File: config.mk
export PLATFORM = sky130hd
export DESIGN_NAME = cc_pend_irq
export DESIGN_NICKNAME = d
export VERILOG_FILES = /design/src/rtl/cc_pend_irq.sv
export SDC_FILE = /design/constraint.sdc
export NUM_CORES = 1
export LEC_CHECK = 0
export BUFFER_PORTS_ARGS = -buffer_cell sky130_fd_sc_hd__clkbuf_2
export CORE_ASPECT_RATIO = 0.75
export CORE_UTILIZATION = 54
export DETAILED_ROUTE_END_ITERATION = 12
export GPL_TIMING_DRIVEN = 0
export PLACE_DENSITY = 0.79
export RECOVER_POWER = 100
export SKIP_LAST_GASP = 1
export SYNTH_ARGS = -nofsm -noshare
export SYNTH_HDL_FRONTEND = slang
export SYNTH_SLANG_ARGS = --single-unit
File: constraint.sdc
create_clock -name clk -period 2.4 [get_ports clk]
set_input_delay 0 -clock clk [delete_from_list [all_inputs] [get_ports clk]]
set_output_delay 0 -clock clk [all_outputs]
set_load 0.02 [all_outputs]
File: src/rtl/cc_pend_irq.sv
module cc_pend_irq #(
  parameter int CODE_W = 6
) (
  input  logic                      clk,
  input  logic                      rst_n,
  input  logic                      nrm_vld,
  input  logic [CODE_W-1:0]         nrm_code,
  input  logic                      nrm_en,
  input  logic                      erl_vld,
  input  logic [CODE_W-1:0]         erl_code,
  input  logic                      erl_en,
  input  logic                      bus_sel,
  input  logic                      bus_wr,
  input  logic [1:0]                bus_addr,
  input  logic [(1<<CODE_W)/2-1:0]  bus_wdata,
  output logic [(1<<CODE_W)/2-1:0]  bus_rdata,
  output logic                      irq
);
  localparam int NBITS  = 1 << CODE_W;
  localparam int WORD_W = NBITS / 2;
  localparam logic [NBITS-1:0] ONE = {{(NBITS-1){1'b0}}, 1'b1};

  logic [NBITS-1:0] pend, set_vec, clr_vec, kept;
  logic             clr_wr;

  assign set_vec = ((nrm_vld && nrm_en) ? (ONE << nrm_code) : '0)
                 | ((erl_vld && erl_en) ? (ONE << erl_code) : '0);

  assign clr_wr  = bus_sel && bus_wr && bus_addr[1];
  assign clr_vec = !clr_wr    ? '0 :
                   bus_addr[0] ? {bus_wdata, {WORD_W{1'b0}}} :
                                 {{WORD_W{1'b0}}, bus_wdata};
  assign kept    = pend & ~clr_vec;

  always_ff @(posedge clk) begin
    if (!rst_n) begin
      pend <= '0;
      irq  <= 1'b0;
    end else begin
      pend <= kept | set_vec;
      irq  <= (kept == '0) && (set_vec != '0);
    end
  end

  always_comb begin
    bus_rdata = '0;
    if (bus_sel && !bus_wr) begin
      case (bus_addr)
        2'd0:    bus_rdata = pend[WORD_W-1:0];
        2'd1:    bus_rdata = pend[NBITS-1:WORD_W];
        default: bus_rdata = '0;
      endcase
    end
  end

  AST_STICKY: assert property (@(posedge clk) disable iff (!rst_n)
    !clr_wr |=> ((pend & $past(pend)) == $past(pend)));

  AST_CLR_LO: assert property (@(posedge clk) disable iff (!rst_n)
    (bus_sel && bus_wr && bus_addr == 2'd2 && !nrm_vld && !erl_vld)
      |=> ((pend[WORD_W-1:0] & $past(bus_wdata)) == '0));

  AST_RO_WORDS: assert property (@(posedge clk) disable iff (!rst_n)
    (bus_sel && bus_wr && !bus_addr[1] && !nrm_vld && !erl_vld)
      |=> (pend == $past(pend)));

  AST_IRQ_NONEMPTY: assert property (@(posedge clk) disable iff (!rst_n)
    irq |-> (pend != '0));

  AST_NO_REFIRE: assert property (@(posedge clk) disable iff (!rst_n)
    ((pend != '0) && !clr_wr) |=> !irq);

  AST_SET_WINS: assert property (@(posedge clk) disable iff (!rst_n)
    (nrm_vld && nrm_en) |=> pend[$past(nrm_code)]);

  AST_CLR_READ_ZERO: assert property (@(posedge clk) disable iff (!rst_n)
    (bus_sel && !bus_wr && bus_addr[1]) |-> (bus_rdata == '0));
endmodule

==> flow_summary_export.csv, run 1 <==
group,metric,value,unit
yosys,ys.warnings.count,0,
cells_and_area,antenna_cells,0,
routing,dr.pass1.iters,8,
cts,cts_max_path_buffers,2,
routing,drtIter0Drc,582,
routing,drc,0,
yosys,synth_area_per_cell,7.59,um^2
timing,fin_ws,89.1,ps
timing,finalCritPeriodShare,96.3,%
power_and_ir_drop,power_density,527,nW/um^2
timing,setup-violations-final,0,
global_route,antenna_found_initial,0,
place,place_ws,-134,ps
routing,via_count,4978,
yosys,synth-edff-count,0,
routing,wire_per_inst,21.3,um
floorplanning,die_area,8240,um^2
timing,fin_setup_tns,0,ps
yosys,synth_fp_nets,614,
worst_setup_path,criticalPathCategory,"input pin to flop",
yosys,synthDistinctLibCells,51,
worst_setup_path,cp-start-kind,"input pin",
cells_and_area,final_common_cell,"nor2_1",
routing,viasPerCell,6.60,
timing,relSlewSlack,47.5,%
worst_setup_path,required,2650,ps
routing,wl,16.1,mm
cells_and_area,drive_above_1_share,10.7,%
timing,finalCriticalPeriod,2310,ps
global_route,gr-total-overflow,0,
worst_setup_path,cpMostUsedCell,"and4_1",
cells_and_area,final_util,66.6,%
outcome,failed_checks,"hold timing",
cts,cts_sinks,65,
yosys,synth-seq-area-share,30.6,%
worst_setup_path,crit_path_end_kind,"flop",
cts,cts-resized-gates,0,
cts,postCtsSetupRepairBufs,0,
power_and_ir_drop,power,2.62,mW
yosys,ys.flop_type,"dfxtp_1",
global_route,grt_max_degree,13,
worst_setup_path,path_cells,"buf_4 -> and4_1 -> clkbuf_1 -> a21boi_0 -> nor4_1 -> and4_1 -> nand4_1 -> a211oi_1",
timing,holdWs,-5.24,ps
cells_and_area,nets,702,
floorplanning,initial_utilization,57.0,%
timing,finalClockSkew,11.8,ps
cells_and_area,final_cell_mix,"142 x nor2_1, 81 x clkbuf_1, 65 x dfxtp_1",
global_route,grt_pass1_vias,4472,
cells_and_area,nFillCells,710,
place,dp.final_hpwl,12.2,mm
worst_hold_path,hp-class,"input pin to flop",
floorplanning,num_io_pins,87,
yosys,syn_inst,560,
cts,insertion_delay,370,ps
place,port_buffers,75,
cts,h-tree-depth,3,
run,max_cap_violations,0,
yosys,synth_area,4250,um^2
global_route,track_usage,38.9,%
routing,drt.antenna.violating_nets,0,
cells_and_area,area_growth,16.9,%
cts,clk_pin_slew,80,ps
cts,cts_tree,"built",
worst_setup_path,cp_max_fo,10,
timing,max_freq,433,MHz
power_and_ir_drop,peakVddDrop,0.321,mV
timing,finalHoldViolCount,2,
global_route,grt_pass1_wl,24.3,mm
cts,cts_root_buffer,"clkbuf_8",
timing,drv_slew,0,
power_and_ir_drop,p_leak,1.76,nW
worst_setup_path,arrival,2560,ps
floorplanning,die_w,104,um
yosys,synth-seq-cells,65,
place,gp_congestion,1.04,
worst_setup_path,critPathSlowestCell,"nor4_1",
cts,cts_buffers,9,
floorplanning,die_h,78.9,um
timing,tightest_slew,788,ps
floorplanning,core_area,7470,um^2
outcome,status,"finished, violations left",
floorplanning,rows,27,
yosys,postSynth.asyncResetShare,0,%
worst_setup_path,slowest_delay,550,ps
timing,grt_setup_unrepaired,"false",
worst max-delay path: cells and delay by family:
kind | cells | cell delay [ps]
AND/OR/NAND/NOR | 4 | 1390
AO/OA/AOI/OAI | 2 | 590
buffers and inverters | 2 | 580
stage by stage:
step | cell area [um^2] | hold slack, ps | cells
floorplan | 4250 | 228 | 560
global placement | 4750 | 348 | 736
detailed placement | 4750 | 361 | 736
CTS | 5030 | 1.33 | 755
global route | 4970 | 33.8 | 754
finish | 4970 | -5.24 | 754
kinds of logic after synthesis:
logic type,share of synthesized area [%]
AND/OR/NAND/NOR,30.0
AO/OA/AOI/OAI,26.1
flip-flops,30.6
buffers and inverters,5.27
multiplexers,7.80
XOR/XNOR,0.206
per-layer routing:
layer  share of wire [%]  up-vias  global-route usage (%)
met5                   0        -                       0
met2                  41      371                    57.7
met3                  13       60                    6.73
li1                    -     2242                       -
met4                 3.5        0                    17.3
met1                  43     2305                    55.2
registers in the layout, summed over array words and instances (netlist names):
signal  cells
pend       64
irq         1
cell usage after synthesis, types with 7 or more instances:
cell type	instances	share of area, %
a21boi_0	51	9.0
a21boi_1	10	1.8
clkbuf_1	43	3.8
dfxtp_1	65	31
mux2i_1	32	7.5
nand2_1	16	1.4
nand4_1	8	1.2
nand4b_1	12	2.5
nand4bb_1	7	1.9
nor2_1	142	13
nor3_1	14	1.6
nor4_1	11	1.6
o21a_1	13	2.3
o22ai_1	56	8.2
or4_1	8	1.4
final timing paths:
| kind | slack (ps) | startpoint | to | cells after the start |
|---|---|---|---|---|
| max | 90 | bus_addr[0] | irq$_SDFF_PN0_ | 8 |
| min | -5 | bus_wdata[8] | pend[40]$_SDFF_PN0_ | 4 |
| max reg2reg | 160 | pend[59]$_SDFF_PN0_ | irq$_SDFF_PN0_ | 5 |
| min reg2reg | 610 | pend[40]$_SDFF_PN0_ | pend[40]$_SDFF_PN0_ | 3 |
power breakdown:
| group | internal [mW] | switching (mW) |
|---|---|---|
| Clock | 0.694 | 0.484 |
| Combinational | 0.118 | 0.233 |
| Sequential | 1.09 | 0.00450 |
| Total | 1.90 | 0.721 |
timing repair:
action,CTS,global route
endpoints found under the setup margin,0,1
endpoints found under the hold margin,3,0
hold buffers,3,0
final cells by class:
type	instances	area [um^2]	area share (%)
Timing Repair Buffer	78	360	7.25
Multi-Input combinational cell	440	2720	54.8
Tap cell	101	126	2.54
Buffer	48	196	3.95
Sequential cell	65	1300	26.2
Clock inverter	6	114	2.29
Clock buffer	10	128	2.57
Inverter	6	22.5	0.453
Note: power is estimated with default switching activity, not from simulation.
==> inputs of run 2 (changes only) <==
--- a/config.mk
+++ b/config.mk
@@ -10,7 +10,7 @@
 export CORE_UTILIZATION = 54
 export DETAILED_ROUTE_END_ITERATION = 12
 export GPL_TIMING_DRIVEN = 0
-export PLACE_DENSITY = 0.79
+export PLACE_DENSITY = 0.8
 export RECOVER_POWER = 100
 export SKIP_LAST_GASP = 1
 export SYNTH_ARGS = -nofsm -noshare
==> run 2 against run 1 <==
The flow still finishes with violations (hold timing). Via count rose by 0.22%. Combinational power is essentially flat. First-iteration DRC count up 12%. Clock skew down 5.7 ps. Critical path depth is the same. Critical path type unchanged.
==> flow_summary_export.csv, run 2 (synthesized netlist as in run 1, its figures left out) <==
group,metric,value,unit
outcome,status,"finished, violations left",
outcome,failed_checks,"hold timing",
timing,grt_setup_unrepaired,"false",
cells_and_area,nets,701,
cts,insertion_delay,360,ps
floorplanning,rows,27,
cells_and_area,largest_register_ffs,64,
floorplanning,die_h,78.9,um
routing,wl,15.8,mm
global_route,grt_max_degree,13,
global_route,antenna_found_initial,0,
timing,finalCriticalPeriod,2270,ps
cells_and_area,final_util,65.9,%
worst_setup_path,criticalPathCategory,"input pin to flop",
cts,cts-resized-gates,0,
routing,wire_per_inst,21.0,um
cells_and_area,largest-register,"pend",
global_route,grt_pass1_wl,24.4,mm
global_route,track_usage,39.0,%
timing,drv_slew,0,
floorplanning,core_area,7470,um^2
cells_and_area,final_cell_mix,"142 x nor2_1, 83 x clkbuf_1, 65 x dfxtp_1",
run,max_cap_violations,0,
routing,drc,0,
timing,max_freq,441,MHz
place,dp.final_hpwl,12.1,mm
place,port_buffers,75,
routing,drtIter0Drc,651,
power_and_ir_drop,peakVddDrop,0.322,mV
timing,finalClockSkew,6.07,ps
power_and_ir_drop,p_leak,1.73,nW
cells_and_area,final_common_cell,"nor2_1",
worst_setup_path,required,2660,ps
routing,via_count,4989,
global_route,grt_pass1_vias,4511,
cells_and_area,top_regs,"pend: 64 flops, irq: 1 flops",
floorplanning,num_io_pins,87,
worst_setup_path,cp_max_fo,10,
routing,dr.pass1.iters,5,
cells_and_area,drive_above_1_share,10.6,%
floorplanning,die_area,8240,um^2
worst_setup_path,arrival,2530,ps
cts,cts_buffers,9,
cts,clk_pin_slew,80,ps
cells_and_area,finalNonFillerCells,753,
timing,finalHoldViolCount,1,
cts,cts_tree,"built",
global_route,gr-total-overflow,0,
worst_hold_path,hp-class,"input pin to flop",
cts,cts_root_buffer,"clkbuf_8",
cts,cts_sinks,65,
timing,relSlewSlack,45.5,%
place,dpl.cell_count,736,
worst_setup_path,crit_path_end_kind,"flop",
worst_setup_path,cp-start-kind,"input pin",
timing,setup-violations-final,0,
place,gp_congestion,1.06,
power_and_ir_drop,power_density,490,nW/um^2
timing,tightest_slew,818,ps
timing,holdWs,-1.48,ps
floorplanning,initial_utilization,57.0,%
cts,h-tree-depth,3,
cells_and_area,antenna_cells,0,
cells_and_area,area_growth,15.8,%
routing,drt.antenna.violating_nets,0,
cts,cts_max_path_buffers,2,
timing,finalCritPeriodShare,94.5,%
routing,viasPerCell,6.63,
cts,postCtsSetupRepairBufs,0,
floorplanning,die_w,104,um
run 2: changes by cell type in the layout (fill, tap and decap cells not counted), sizes merged:
cell | before | now
bufinv | 3 | 1
dlygate4sd3 | 3 | 2
clkinv | 0 | 1
clkinvlp | 2 | 3
run 2: power breakdown:
part,switching (mW),internal (mW)
clock,0.460,0.509
combinational,0.234,0.117
sequential,0.00462,1.09
total,0.698,1.71
run 2: through the flow:
stage | worst slack (ps) | total power, mW | TNS (ps) | instance area, um^2
after floorplan | 643 | 1.32 | 0 | 4250
after CTS | 171 | 2.39 | 0 | 4980
after global placement | -169 | 1.45 | -169 | 4750
final | 132 | 2.41 | 0 | 4920
after detailed placement | -172 | 1.45 | -172 | 4750
after global routing | 101 | 2.47 | 0 | 4920
run 2: per-layer routing:
layer,wire length (um),GRT usage [%],vias up
li1,-,-,2242
met1,6780,54.2,2323
met2,6460,57.2,375
met3,2170,10.7,49
met4,433,15.0,0
met5,0,0,-
run 2: path summary, 6_finish.rpt:
kind,startpoint,end,slack (ps),cells past startpoint
setup / recovery,bus_addr[0],irq$_SDFF_PN0_,130,8
setup reg to reg,pend[59]$_SDFF_PN0_,irq$_SDFF_PN0_,220,5
hold / removal,bus_wdata[18],pend[18]$_SDFF_PN0_,-1,4
hold reg to reg,pend[56]$_SDFF_PN0_,pend[56]$_SDFF_PN0_,620,3
run 2: area by class of cell:
class                   instances  area, um^2
plain buffers                  48         196
fillers                       686        2540
clock inverters                 6        66.3
repair buffers                 77         347
clock buffers                  10         138
flip-flops and latches         65        1300
well taps                     101         126
inverters                       6        22.5
multi-input cells             440        2730
run 2: critical path, cell delays in order:
cell and delay (ps):
buf_4 160, and4b_1 420, clkbuf_1 460, a21boi_0 230, nor4_1 540, nand4_1 140, or3_1 380, a211oi_2 200
run 2: repair_timing:
item	CTS	global route
setup endpoints to repair	0	1
hold buffers	2	0
hold endpoints to repair	2	0
